<file path="src/rtl/wpc_pkg.sv">
package wpc_pkg;
  typedef enum logic [2:0] {
    SRC_NONE   = 3'd0,
    SRC_RECALL = 3'd1,
    SRC_SER    = 3'd2,
    SRC_PAR    = 3'd3,
    SRC_STEP   = 3'd4
  } wpc_src_e;
endpackage

</file>
<file path="src/rtl/wpc_recall_gate.sv">
// Issues one recall pulse on the first supply-good cycle after reset.
module wpc_recall_gate (
  input  logic clk,
  input  logic rst_n,
  input  logic supply_ok,
  output logic recall_fire
);
  logic done_q;

  assign recall_fire = supply_ok & ~done_q;

  always_ff @(posedge clk) begin
    if (!rst_n)           done_q <= 1'b0;
    else if (recall_fire) done_q <= 1'b1;
  end
endmodule

</file>
<file path="src/rtl/wpc_next_pos.sv">
// Picks the winning source and computes the next position.
module wpc_next_pos
  import wpc_pkg::*;
#(
  parameter int POS_W = 6
) (
  input  logic [POS_W-1:0] cur_pos,
  input  logic             recall_fire,
  input  logic [POS_W-1:0] recall_val,
  input  logic             ser_ld,
  input  logic [POS_W-1:0] ser_val,
  input  logic             par_ld,
  input  logic [POS_W-1:0] par_val,
  input  logic             step_up,
  input  logic             step_dn,
  output wpc_src_e         src,
  output logic [POS_W-1:0] nxt_pos
);
  localparam logic [POS_W-1:0] POS_MAX = {POS_W{1'b1}};

  function automatic logic [POS_W-1:0] sat_step(
    input logic [POS_W-1:0] p,
    input logic             up,
    input logic             dn
  );
    if (up && !dn && p != POS_MAX) return p + 1'b1;
    if (dn && !up && p != '0)      return p - 1'b1;
    return p;
  endfunction

  always_comb begin
    if (recall_fire) begin
      src     = SRC_RECALL;
      nxt_pos = recall_val;
    end else if (ser_ld) begin
      src     = SRC_SER;
      nxt_pos = ser_val;
    end else if (par_ld) begin
      src     = SRC_PAR;
      nxt_pos = par_val;
    end else if (step_up || step_dn) begin
      src     = SRC_STEP;
      nxt_pos = sat_step(cur_pos, step_up, step_dn);
    end else begin
      src     = SRC_NONE;
      nxt_pos = cur_pos;
    end
  end
endmodule

</file>
<file path="src/rtl/wpc_tap_decode.sv">
// Registered one-of-N decode of the position.
module wpc_tap_decode #(
  parameter int POS_W = 6,
  localparam int NUM_TAPS = 1 << POS_W
) (
  input  logic                clk,
  input  logic                rst_n,
  input  logic [POS_W-1:0]    pos,
  output logic [NUM_TAPS-1:0] tap_sel
);
  logic [NUM_TAPS-1:0] hot;

  for (genvar gi = 0; gi < NUM_TAPS; gi++) begin : g_tap
    assign hot[gi] = (pos == POS_W'(gi));
  end

  always_ff @(posedge clk) begin
    if (!rst_n) tap_sel <= NUM_TAPS'(1);
    else        tap_sel <= hot;
  end
endmodule

</file>
<file path="src/rtl/wiper_pos_ctrl.sv">
module wiper_pos_ctrl
  import wpc_pkg::*;
#(
  parameter int POS_W = 6,
  localparam int NUM_TAPS = 1 << POS_W
) (
  input  logic                clk,
  input  logic                rst_n,
  input  logic                supply_ok,
  input  logic [POS_W-1:0]    recall_val,
  input  logic                ser_ld,
  input  logic [POS_W-1:0]    ser_val,
  input  logic                par_ld,
  input  logic [POS_W-1:0]    par_val,
  input  logic                step_up,
  input  logic                step_dn,
  output logic [POS_W-1:0]    pos,
  output logic [NUM_TAPS-1:0] tap_sel
);
  logic             recall_fire;
  wpc_src_e         src;
  logic [POS_W-1:0] nxt_pos;
  logic [POS_W-1:0] pos_q;

  wpc_recall_gate u_recall (
    .clk         (clk),
    .rst_n       (rst_n),
    .supply_ok   (supply_ok),
    .recall_fire (recall_fire)
  );

  wpc_next_pos #(.POS_W(POS_W)) u_next (
    .cur_pos     (pos_q),
    .recall_fire (recall_fire),
    .recall_val  (recall_val),
    .ser_ld      (ser_ld),
    .ser_val     (ser_val),
    .par_ld      (par_ld),
    .par_val     (par_val),
    .step_up     (step_up),
    .step_dn     (step_dn),
    .src         (src),
    .nxt_pos     (nxt_pos)
  );

  always_ff @(posedge clk) begin
    if (!rst_n) pos_q <= '0;
    else        pos_q <= nxt_pos;
  end

  assign pos = pos_q;

  wpc_tap_decode #(.POS_W(POS_W)) u_dec (
    .clk     (clk),
    .rst_n   (rst_n),
    .pos     (pos_q),
    .tap_sel (tap_sel)
  );
endmodule

</file>
<file path="config.mk">
export PLATFORM = sky130hd
export DESIGN_NAME = wiper_pos_ctrl
export DESIGN_NICKNAME = d
export VERILOG_FILES = /design/src/rtl/wpc_pkg.sv /design/src/rtl/wpc_recall_gate.sv /design/src/rtl/wpc_next_pos.sv /design/src/rtl/wpc_tap_decode.sv /design/src/rtl/wiper_pos_ctrl.sv
export SDC_FILE = /design/constraint.sdc
export NUM_CORES = 1
export LEC_CHECK = 0
export ABC_AREA = 0
export BUFFER_PORTS_ARGS = -buffer_cell sky130_fd_sc_hd__buf_2
export CAP_MARGIN = 20
export CORE_ASPECT_RATIO = 1.1
export CORE_MARGIN = 2
export CORE_UTILIZATION = 51
export CTS_CLUSTER_SIZE = 28
export DETAILED_ROUTE_END_ITERATION = 12
export PLACE_DENSITY = 0.85
export SYNTH_ARGS = -nofsm -noshare
export SYNTH_HDL_FRONTEND = slang
export SYNTH_SLANG_ARGS = --single-unit
</file>
<file path="constraint.sdc">
create_clock -name clk -period 3 [get_ports clk]
set_input_delay 0.15 -clock clk [delete_from_list [all_inputs] [get_ports clk]]
set_output_delay 0.15 -clock clk [all_outputs]
set_load 0.02 [all_outputs]
</file>
==> results.md, run 1 <==
- Status: finished clean
- # diodes: 0
- Worst skew pair latency: 0.33 ns
- Dpl ws: 0.949 ns
- CTS tree: yes
- Clock skew: 0.00551 ns
- Mux share of post-synthesis cell area: 0.00825
- Synth warnings: 0
- Hold Buf Count CTS: 0
- Req. time, crit path: 3.26 ns
- FF-to-FF path depth: 6
- Post-layout util: 0.661
- Chip width: 69.8 um
- HPWL Detailed: 3870 um
- Cell leakage power: 1.40 nW
- Initial antenna violation count: 0
- Peak supply drop: 233 uV
- Avg Cell Area, Syn: 9.75 um2
- Hold Startpoint: supply_ok
- Gr usage total: 0.201
- Post-CTS Setup Bufs: 0
- Sw frac: 0.267
- Worst R2R End: pos[4]
- Reg power frac: 0.545
- Max-slew violations: 0
- Post-route clock period utilization: 0.701
- Simple-gate share of the synthesized area: 0.229
- Net Switching: 0.484 mW
- R2r startpoint: pos[0]
- Boundary pin count: 95
- Max-cap violations: 0
- Critical path's largest stage delay: 0.48 ns
- First-pass GRT wire length: 8460 um
- Mapped Nets: 279
- Max Buffers Root-to-Sink: 2
- WHS Endpoint: u_recall.done_q
- Grt total ovfl: 0
- Slowest-stage cell, CP: dfxtp_1
- Post-synthesis sequential area ratio: 0.586
- Cells after synthesis: 249
- Hold Path Class: in2reg
- Total routed wirelength: 5340 um
- Fmax: 0.476 GHz
- RSZ-0062 raised after global routing: no
- Root buffer selected by CTS: clkbuf_8
- Cts repair resizes: 0
- Internal: 1.33 mW
- Initial Util: 0.525
- Largest net degree at the start of global routing: 18
- Mapped Area: 2430 um2
- Hold Path Depth: 2
- DRC viols: 0
- Die H: 76.4 um
- Via count: 2070
- Setup violators final: 0
- PwrDens: 595 nW/um2
- DRT antenna net count: 0
- Minimum clock period: 2.10 ns
- Total CTS buffers: 9
- Worst Path Class, Setup: reg2reg
- Post-route setup TNS: 0 ns
- Worst Max-Slew Pin Slew: 0.704 ns
- Area delta synth->final: 25.8%
- Synth Area in Compound Gates: 0.114
- Max_slew headroom: 0.529
- CTS H-Tree Depth: 3
- Largest family of logic cells by synthesized area: simple AND/OR/NAND/NOR gates
- Clock share of power: 0.341
- DRT iter0 DRCs: 100
- CP Max Fanout: 8
- Core Area: 4620 um2
- Adder-Cell Fraction of Synth Area: 0.0258
- Hold Fails Final Rpt: 0
- NumNets Final: 371
- Placer congestion estimate: 0.858
- Combinational Power Share: 0.114
- XOR/XNOR Fraction of Synth Area: 0.00361
- DR WL/cell: 13.3 um
- Vias in the first global route: 1806
- Num rows: 26
- Clk sink count: 71
- WP data arrival: 2.36 ns
- Distinct cells, synth: 47
- Seq cells post-synth: 71
- Drt first pass iters: 4
- CP Capture Type: flop
- Critical path launch point type: flop
- Die area: 5330 um2
- Clock-pin transition on the worst setup and hold timing paths: 0.07 ns
- Setup WS post-layout: 0.898 ns
- Share of layout cells above drive strength 1: 0.336
- Flop2flop setup slack: 0.90 ns
- DR vias/cell: 5.16
- IO Port Bufs: 94
- CP Cell Sequence: ha_1 > nand3_1 > a2bb2oi_1 > a2111oi_1 > a211oi_1 > o22ai_1
cell usage after synthesis (all sizes together):
library cell / number / area, um2
or3b: 1 / 8.76
a22oi: 2 / 15.0
a211o: 1 / 8.76
o221a: 1 / 11.3
nand2: 21 / 78.8
o22ai: 1 / 6.26
o41ai: 1 / 8.76
nand3b: 3 / 22.5
a2111oi: 2 / 25.0
or3: 2 / 17.5
dfxtp: 71 / 1420
nor2: 67 / 251
nor4b: 2 / 30.0
and3: 1 / 6.26
clkbuf: 8 / 30.0
a31o: 1 / 8.76
o2111ai: 1 / 8.76
buf: 5 / 40.0
a21oi: 3 / 15.0
nand3: 8 / 40.0
o211a: 1 / 10.0
o21ai: 6 / 30.0
nor4: 2 / 27.5
nor3: 3 / 15.0
a221o: 1 / 10.0
nor2b: 8 / 52.6
a21boi: 1 / 18.8
o21a: 1 / 7.51
inv: 3 / 11.3
o211ai: 1 / 7.51
a211oi: 3 / 27.5
nand2b: 1 / 6.26
o311ai: 1 / 8.76
xor2: 1 / 8.76
o31a: 1 / 8.76
mux2i: 2 / 20.0
a2bb2oi: 1 / 8.76
ha: 5 / 62.6
a31oi: 5 / 31.3
how the worst max path moves through the flow:
stage / startpoint / to / slack, ns / cells after the start
after floorplan: pos[0] / pos[3] / 1.02 / 7
after global placement: pos[0] / pos[3] / 1.08 / 6
after detailed placement: pos[0] / pos[4] / 0.95 / 6
after CTS: pos[0] / pos[4] / 0.93 / 6
after global routing: pos[0] / pos[4] / 0.72 / 6
final: pos[0] / pos[4] / 0.90 / 6
flip-flops by register name (all words and copies together), names as in the netlist:
register,cells
u_recall.done_q,1
u_dec.tap_sel,64
pos,6
per-layer routing:
| metal | global-route usage | vias up | share of wire |
|---|---|---|---|
| li1 | - | 1017 | - |
| met1 | 0.247 | 929 | 0.42 |
| met2 | 0.316 | 108 | 0.46 |
| met3 | 0.0741 | 16 | 0.10 |
| met4 | 0.0885 | 0 | 0.023 |
| met5 | 0 | - | 0 |
metrics by stage:
step	instance area [um2]	std cells	hold slack, ns	power, mW
3_3_place_gp	2900	386	0.375	1.21
4_1_cts	3050	401	0.0298	1.82
2_1_floorplan	2430	249	0.260	1.16
6_report	3050	401	0.0391	1.82
5_1_grt	3050	401	0.0524	1.89
3_5_place_dp	2900	386	0.379	1.22
cell usage in the layout (no fill, tap or decap), types with 2 or more instances in the layout:
master    count
nand3_1       8
a31oi_1       5
dfxtp_1      71
a211oi_1      2
clkbuf_8      9
a21oi_1       3
mux2i_1       2
nand2_1      21
o21ai_0       4
a22oi_1       2
ha_1          5
clkbuf_1      3
nor3_1        3
buf_2        94
o21ai_1       2
nand3b_1      3
nor4b_2       2
nor2_1       67
nor2b_1       7
inv_1         3
cell families after synthesis:
| logic type | Yosys count |
|---|---|
| buffers and inverters | 16 |
| DFF | 71 |
| adders and majority gates | 5 |
| and+or+nand+nor | 119 |
| xor gates and xnor gates | 1 |
| muxes | 2 |
| AOI/OAI and AO/OA | 35 |
worst max-delay path: cells and delay by family (launching register included):
| kind | cells | cell delay, ns |
|---|---|---|
| AND/OR/NAND/NOR | 1 | 0.21 |
| adder cells (fa/ha/maj) | 1 | 0.35 |
| AO/OA/AOI/OAI | 4 | 0.98 |
| flip-flops | 1 | 0.48 |
final cells by class:
cell class | instances | area (um2)
Clock buffer | 12 | 135
Clock inverter | 3 | 21.3
Fill cell | 367 | 1570
Inverter | 3 | 11.3
Multi-Input combinational cell | 162 | 925
Sequential cell | 71 | 1420
Tap cell | 56 | 70.1
Timing Repair Buffer | 94 | 470
power groups by stage:
stage	combinational, mW	clock, mW	sequential [mW]
finish	0.207	0.620	0.991
CTS	0.207	0.624	0.990
detailed placement	0.206	0	1.01
floorplan	0.138	0	1.02
global route	0.227	0.669	0.994
global placement	0.203	0	1.01
Note: power is estimated with default switching activity, not from simulation.
==> run 2, diff against run 1 <==
--- a/config.mk
+++ b/config.mk
@@ -10,10 +10,10 @@
 export CAP_MARGIN = 20
 export CORE_ASPECT_RATIO = 1.1
 export CORE_MARGIN = 2
-export CORE_UTILIZATION = 51
+export CORE_UTILIZATION = 47
 export CTS_CLUSTER_SIZE = 28
 export DETAILED_ROUTE_END_ITERATION = 12
-export PLACE_DENSITY = 0.85
+export PLACE_DENSITY = 0.8
 export SYNTH_ARGS = -nofsm -noshare
 export SYNTH_HDL_FRONTEND = slang
 export SYNTH_SLANG_ARGS = --single-unit
==> constraint.sdc (replaced) <==
create_clock -name clk -period 2.15 [get_ports clk]
set_input_delay 0.1075 -clock clk [delete_from_list [all_inputs] [get_ports clk]]
set_output_delay 0.1075 -clock clk [all_outputs]
set_load 0.02 [all_outputs]
==> results.md, run 2 (synthesis gave the netlist of run 1 again) <==
- Status: finished clean
- Cell leakage power: 1.44 nW
- DR WL/cell: 13.9 um
- Post-route clock period utilization: 0.920
- Fmax: 0.506 GHz
- Post-layout util: 0.628
- Top reg by flops: u_dec.tap_sel
- Chip width: 72.5 um
- Worst Path Class, Setup: reg2reg
- Worst Max-Slew Pin Slew: 0.721 ns
- DRT iter0 DRCs: 90
- Initial Util: 0.485
- Max Buffers Root-to-Sink: 2
- Internal: 2.05 mW
- Clock skew: 0.00798 ns
- Peak supply drop: 327 uV
- FF-to-FF path depth: 6
- CP Capture Type: flop
- Reg power frac: 0.507
- Setup violators final: 0
- CP Max Fanout: 8
- Num rows: 27
- Boundary pin count: 95
- Core Area: 5000 um2
- CTS tree: yes
- Clock-pin transition on the worst setup and hold timing paths: 0.07 ns
- Total CTS buffers: 9
- # diodes: 0
- HPWL Detailed: 4140 um
- Hold Startpoint: rst_n
- Critical path launch point type: flop
- Total routed wirelength: 5650 um
- Post-CTS Setup Bufs: 0
- Commonest non-fill, non-tap cell in the layout: buf_2
- First-pass GRT wire length: 8790 um
- DRT antenna net count: 0
- Vias in the first global route: 1867
- Net Switching: 0.671 mW
- Placed cell count: 392
- Placer congestion estimate: 0.793
- Combinational Power Share: 0.114
- Max-slew violations: 0
- Hold Path Depth: 2
- Max-cap violations: 0
- WHS Endpoint: u_dec.tap_sel[0]
- Die H: 79.4 um
- IO Port Bufs: 94
- Minimum clock period: 1.98 ns
- CTS H-Tree Depth: 3
- Filler cell count: 413
- Slowest-stage cell, CP: dfxtp_1
- Commonest cells after routing, fill and taps aside: 94 x buf_2, 71 x dfxtp_1, 67 x nor2_1
- Area delta synth->final: 29.4%
- Clk sink count: 71
- WP data arrival: 2.20 ns
- CP Cell Sequence: ha_2 > and3_1 > a31oi_1 > a211oi_2 > a21oi_1 > o221a_1
- Root buffer selected by CTS: clkbuf_8
- Flop2flop setup slack: 0.17 ns
- Post-route setup TNS: 0 ns
- Die area: 5760 um2
- Largest net degree at the start of global routing: 17
- Max_slew headroom: 0.518
- Final hold slack: 0.0680 ns
- DR vias/cell: 5.10
- RSZ-0062 raised after global routing: no
- Hold Path Class: in2reg
- Critical path's largest stage delay: 0.51 ns
- Fin cells: 408
- Via count: 2081
- Sw frac: 0.247
- PwrDens: 866 nW/um2
- Clock share of power: 0.379
- Drt first pass iters: 4
- Grt total ovfl: 0
- Worst R2R End: pos[3]
- Worst skew pair latency: 0.33 ns
- Hold Fails Final Rpt: 0
- Gr usage total: 0.201
- DRC viols: 0
- Req. time, crit path: 2.37 ns
- Largest register FFs: 64
- Share of layout cells above drive strength 1: 0.351
- NumNets Final: 376
- Initial antenna violation count: 0
- R2r startpoint: pos[0]
[run 2: cell count changes in the layout (fill, tap and decap cells not counted), sizes merged]
cell,delta
buf,+4
bufinv,+1
clkinv,-1
dlygate4sd3,+1
[run 2: what timing repair did]
item                                   in CTS  in global routing
endpoints found under the hold margin       1                  0
hold buffers                                1                  0
setup endpoints to repair                   0                  2
gates resized for setup                     0                  1
[run 2: critical path: cells and delay by family (launching register included)]
kind	cells	cell delay, ns
compound gates	4	0.87
fa+ha+maj	1	0.31
flops	1	0.51
simple gates	1	0.18
[run 2: worst max path at each step]
stage / startpoint / to / slack (ns)
after global routing: pos[0] / pos[3] / 0.05
final: pos[0] / pos[3] / 0.17
after detailed placement: pos[0] / pos[3] / 0.16
after floorplan: pos[0] / pos[3] / 0.17
after CTS: pos[0] / pos[3] / 0.15
after global placement: pos[0] / pos[3] / 0.30
[run 2: layout make-up]
type | count | area, um2 | area share
tap | 58 | 72.6 | 0.0231
sequential | 71 | 1420 | 0.453
clock buffer | 12 | 155 | 0.0494
inverter | 3 | 11.3 | 0.00359
multi-input combinational | 162 | 927 | 0.295
clock inverter | 3 | 42.5 | 0.0135
timing repair buffer | 99 | 510 | 0.163
[run 2: metal layers]
metal	GRT usage	wire length, um	up-vias
met5	0	0	-
li1	-	-	1026
met3	0.0707	476	11
met1	0.241	2410	940
met2	0.324	2690	104
met4	0.0852	79	0
[run 2: stage by stage]
| step | power, mW | setup slack [ns] | instance area [um2] |
|---|---|---|---|
| global route | 2.83 | 0.0537 | 3140 |
| detailed placement | 1.71 | 0.156 | 2930 |
| floorplan | 1.61 | 0.167 | 2430 |
| finish | 2.72 | 0.172 | 3140 |
| CTS | 2.75 | 0.154 | 3140 |
| global placement | 1.71 | 0.303 | 2930 |
[run 2: power by group through the flow]
| stage | registers (mW) | logic (mW) | clock network [mW] |
|---|---|---|---|
| 5_1_grt | 1.38 | 0.342 | 1.10 |
| 4_1_cts | 1.38 | 0.311 | 1.06 |
| 2_1_floorplan | 1.42 | 0.193 | 0 |
| 3_5_place_dp | 1.41 | 0.307 | 0 |
| 6_report | 1.38 | 0.311 | 1.03 |
| 3_3_place_gp | 1.41 | 0.304 | 0 |
==> run 3, diff against run 2 <==
--- a/config.mk
+++ b/config.mk
@@ -5,15 +5,16 @@
 export SDC_FILE = /design/constraint.sdc
 export NUM_CORES = 1
 export LEC_CHECK = 0
-export ABC_AREA = 0
+export ABC_AREA = 1
 export BUFFER_PORTS_ARGS = -buffer_cell sky130_fd_sc_hd__buf_2
 export CAP_MARGIN = 20
 export CORE_ASPECT_RATIO = 1.1
 export CORE_MARGIN = 2
-export CORE_UTILIZATION = 47
+export CORE_UTILIZATION = 48
 export CTS_CLUSTER_SIZE = 28
 export DETAILED_ROUTE_END_ITERATION = 12
-export PLACE_DENSITY = 0.8
+export GPL_TIMING_DRIVEN = 0
+export PLACE_DENSITY = 0.81
 export SYNTH_ARGS = -nofsm -noshare
 export SYNTH_HDL_FRONTEND = slang
 export SYNTH_SLANG_ARGS = --single-unit
==> results.md, run 3 <==
- Status: finished clean
- DR vias/cell: 4.79
- WP data arrival: 2.07 ns
- DRT iter0 DRCs: 61
- Die H: 79.6 um
- Share of layout cells above drive strength 1: 0.360
- Largest net degree at the start of global routing: 14
- DRT antenna net count: 0
- Fmax: 0.546 GHz
- Boundary pin count: 95
- Total CTS buffers: 9
- Worst skew pair latency: 0.34 ns
- CTS H-Tree Depth: 3
- Top-count cell post-synth: nor2_1
- Distinct cells, synth: 29
- Cell leakage power: 1.63 nW
- Minimum clock period: 1.83 ns
- Commonest non-fill, non-tap cell in the layout: buf_2
- Most used routing layer in global routing: met2
- First-pass GRT wire length: 8880 um
- Num rows: 27
- Largest register FFs: 64
- Post-route clock period utilization: 0.852
- Post-CTS Setup Bufs: 0
- Met1 usage: 0.242
- Worst Path Class, Setup: reg2reg
- CTS tree: yes
- Sw frac: 0.249
- Clock skew: 0.00956 ns
- Max Buffers Root-to-Sink: 2
- Die area: 5790 um2
- Commonest cells after routing, fill and taps aside: 96 x buf_2, 77 x nor2_1, 71 x dfxtp_1
- Placer congestion estimate: 0.848
- CP Cell Sequence: inv_1 > ha_1 > nand3_2 > nand2_4 > nand3_4 > buf_6 > nand3_2 > a21oi_2 > nor2_2
- Root buffer selected by CTS: clkbuf_8
- Internal: 2.23 mW
- Grt total ovfl: 0
- Req. time, crit path: 2.38 ns
- CP Max Fanout: 10
- Reg power frac: 0.457
- Net Switching: 0.742 mW
- Cells after synthesis: 282
- Chip width: 72.7 um
- Mapped Area: 2490 um2
- RSZ-0062 raised after global routing: no
- Slowest-stage cell, CP: dfxtp_1
- Max_slew headroom: 0.645
- Async S/R FF share, synth: 0
- Gr usage total: 0.204
- Critical path's largest stage delay: 0.48 ns
- Vias in the first global route: 1932
- NumNets Final: 417
- Synth top cells by count: 77 x nor2_1, 71 x dfxtp_1, 32 x nand2_1, 26 x nand3_1, 14 x inv_1
- Cell taking the most area after synthesis: dfxtp_1
- Post-synthesis sequential area ratio: 0.570
- DRC viols: 0
- PwrDens: 905 nW/um2
- Placed cell count: 433
- Most used DFF post-synth: dfxtp_1
- # diodes: 0
- Final instance area: 3290 um2
- Max-slew violations: 0
- Area delta synth->final: 31.8%
- EDFF count, synth: 0
- Met2 Use GR: 0.333
- Core Area: 5000 um2
- Synth warnings: 0
- HPWL Detailed: 4020 um
- Critical path launch point type: flop
- DR WL/cell: 12.6 um
- Via count: 2155
- Peak supply drop: 369 uV
- Setup violators final: 0
- CP dominant cell by count: nand3_2
- IO Port Bufs: 93
- Worst Max-Slew Pin Slew: 0.532 ns
- Max-cap violations: 0
- Hold Path Class: in2reg
- Total routed wirelength: 5650 um
- Avg Cell Area, Syn: 8.84 um2
- CP Capture Type: flop
- Post-route setup TNS: 0 ns
- Combinational Power Share: 0.116
- Seq cells post-synth: 71
- Clk sink count: 71
- Drt first pass iters: 4
- Clock share of power: 0.426
- Clock-pin transition on the worst setup and hold timing paths: 0.07 ns
- Fin cells: 450
- Dpl cell area: 3030 um2
- Top reg by flops: u_dec.tap_sel
- Setup WS post-layout: 0.319 ns
- Hold Fails Final Rpt: 0
- Initial Util: 0.499
- Synth top area share: 0.570
- Area contributors post-synth: dfxtp_1 57%, nor2_1 12%, nand3_1 5.2%
- Dpl ws: 0.339 ns
- Initial antenna violation count: 0
- Mapped Nets: 312
- Grt met3 use: 0.0429
run 3: cell count changes after synthesis, sizes merged, moves of 3 or more:
cell,delta
nor2b,-8
nand2,+14
nor2,+18
clkbuf,-4
inv,+14
nor3,-3
a21oi,+5
o21ai,+3
a31oi,-5
nand3,+23
a211oi,-3
run 3: final timing paths:
kind,start,cells after the start,endpoint,slack [ns]
setup / recovery,pos[0],9,pos[4],0.32
hold / removal,recall_val[0],3,pos[0],0.06
setup reg to reg,pos[0],9,pos[4],0.32
hold reg to reg,u_recall.done_q,1,u_recall.done_q,0.53
run 3: cell type report:
class | instances | area (um2)
buffer | 10 | 63.8
clock buffer | 9 | 124
clock inverter | 7 | 121
fill | 415 | 1710
inverter | 19 | 71.3
multi-input combinational | 182 | 937
sequential | 71 | 1420
tap | 58 | 72.6
timing repair buffer | 94 | 475
run 3: cells by family (layout without fill, tap and decap cells):
logic type	Yosys count	count (layout)	synth area share
simple gates	154	154	0.287
compound gates	19	19	0.0497
flops	71	71	0.570
fa+ha+maj	5	5	0.0251
buf+inv	29	139	0.0542
xor+xnor	4	4	0.0141
run 3: worst max-delay path, delay by kind of cell (launching register included):
family	cells	cell delay, ns
flip-flops	1	0.48
adder cells (fa/ha/maj)	1	0.31
buffers and inverters	2	0.32
AO/OA/AOI/OAI	1	0.13
AND/OR/NAND/NOR	5	0.48
run 3: per-stage QoR:
step           hold WS (ns)  total power, mW   util
2_1_floorplan         0.218             1.63      -
3_3_place_gp          0.319             1.73  0.606
3_5_place_dp          0.322             1.73  0.606
4_1_cts              0.0472             2.99  0.657
5_1_grt              0.0939             3.08  0.657
6_report             0.0629             2.98  0.657
run 3: power by group through the flow:
stage / sequential [mW] / combinational (mW) / clock (mW)
2_1_floorplan: 1.42 / 0.216 / 0
3_3_place_gp: 1.39 / 0.336 / 0
3_5_place_dp: 1.39 / 0.340 / 0
4_1_cts: 1.36 / 0.346 / 1.28
5_1_grt: 1.36 / 0.386 / 1.33
6_report: 1.36 / 0.346 / 1.27
run 3: metal layers:
metal / share of wire / up-vias
met3: 0.058 / 14
met5: 0 / -
li1: - / 1095
met4: 0.021 / 0
met2: 0.49 / 82
met1: 0.44 / 964
run 3: what timing repair did:
item | CTS | global route
endpoints found under the hold margin | 1 | 0
hold buffers | 1 | 0
gates resized for setup | 0 | 0
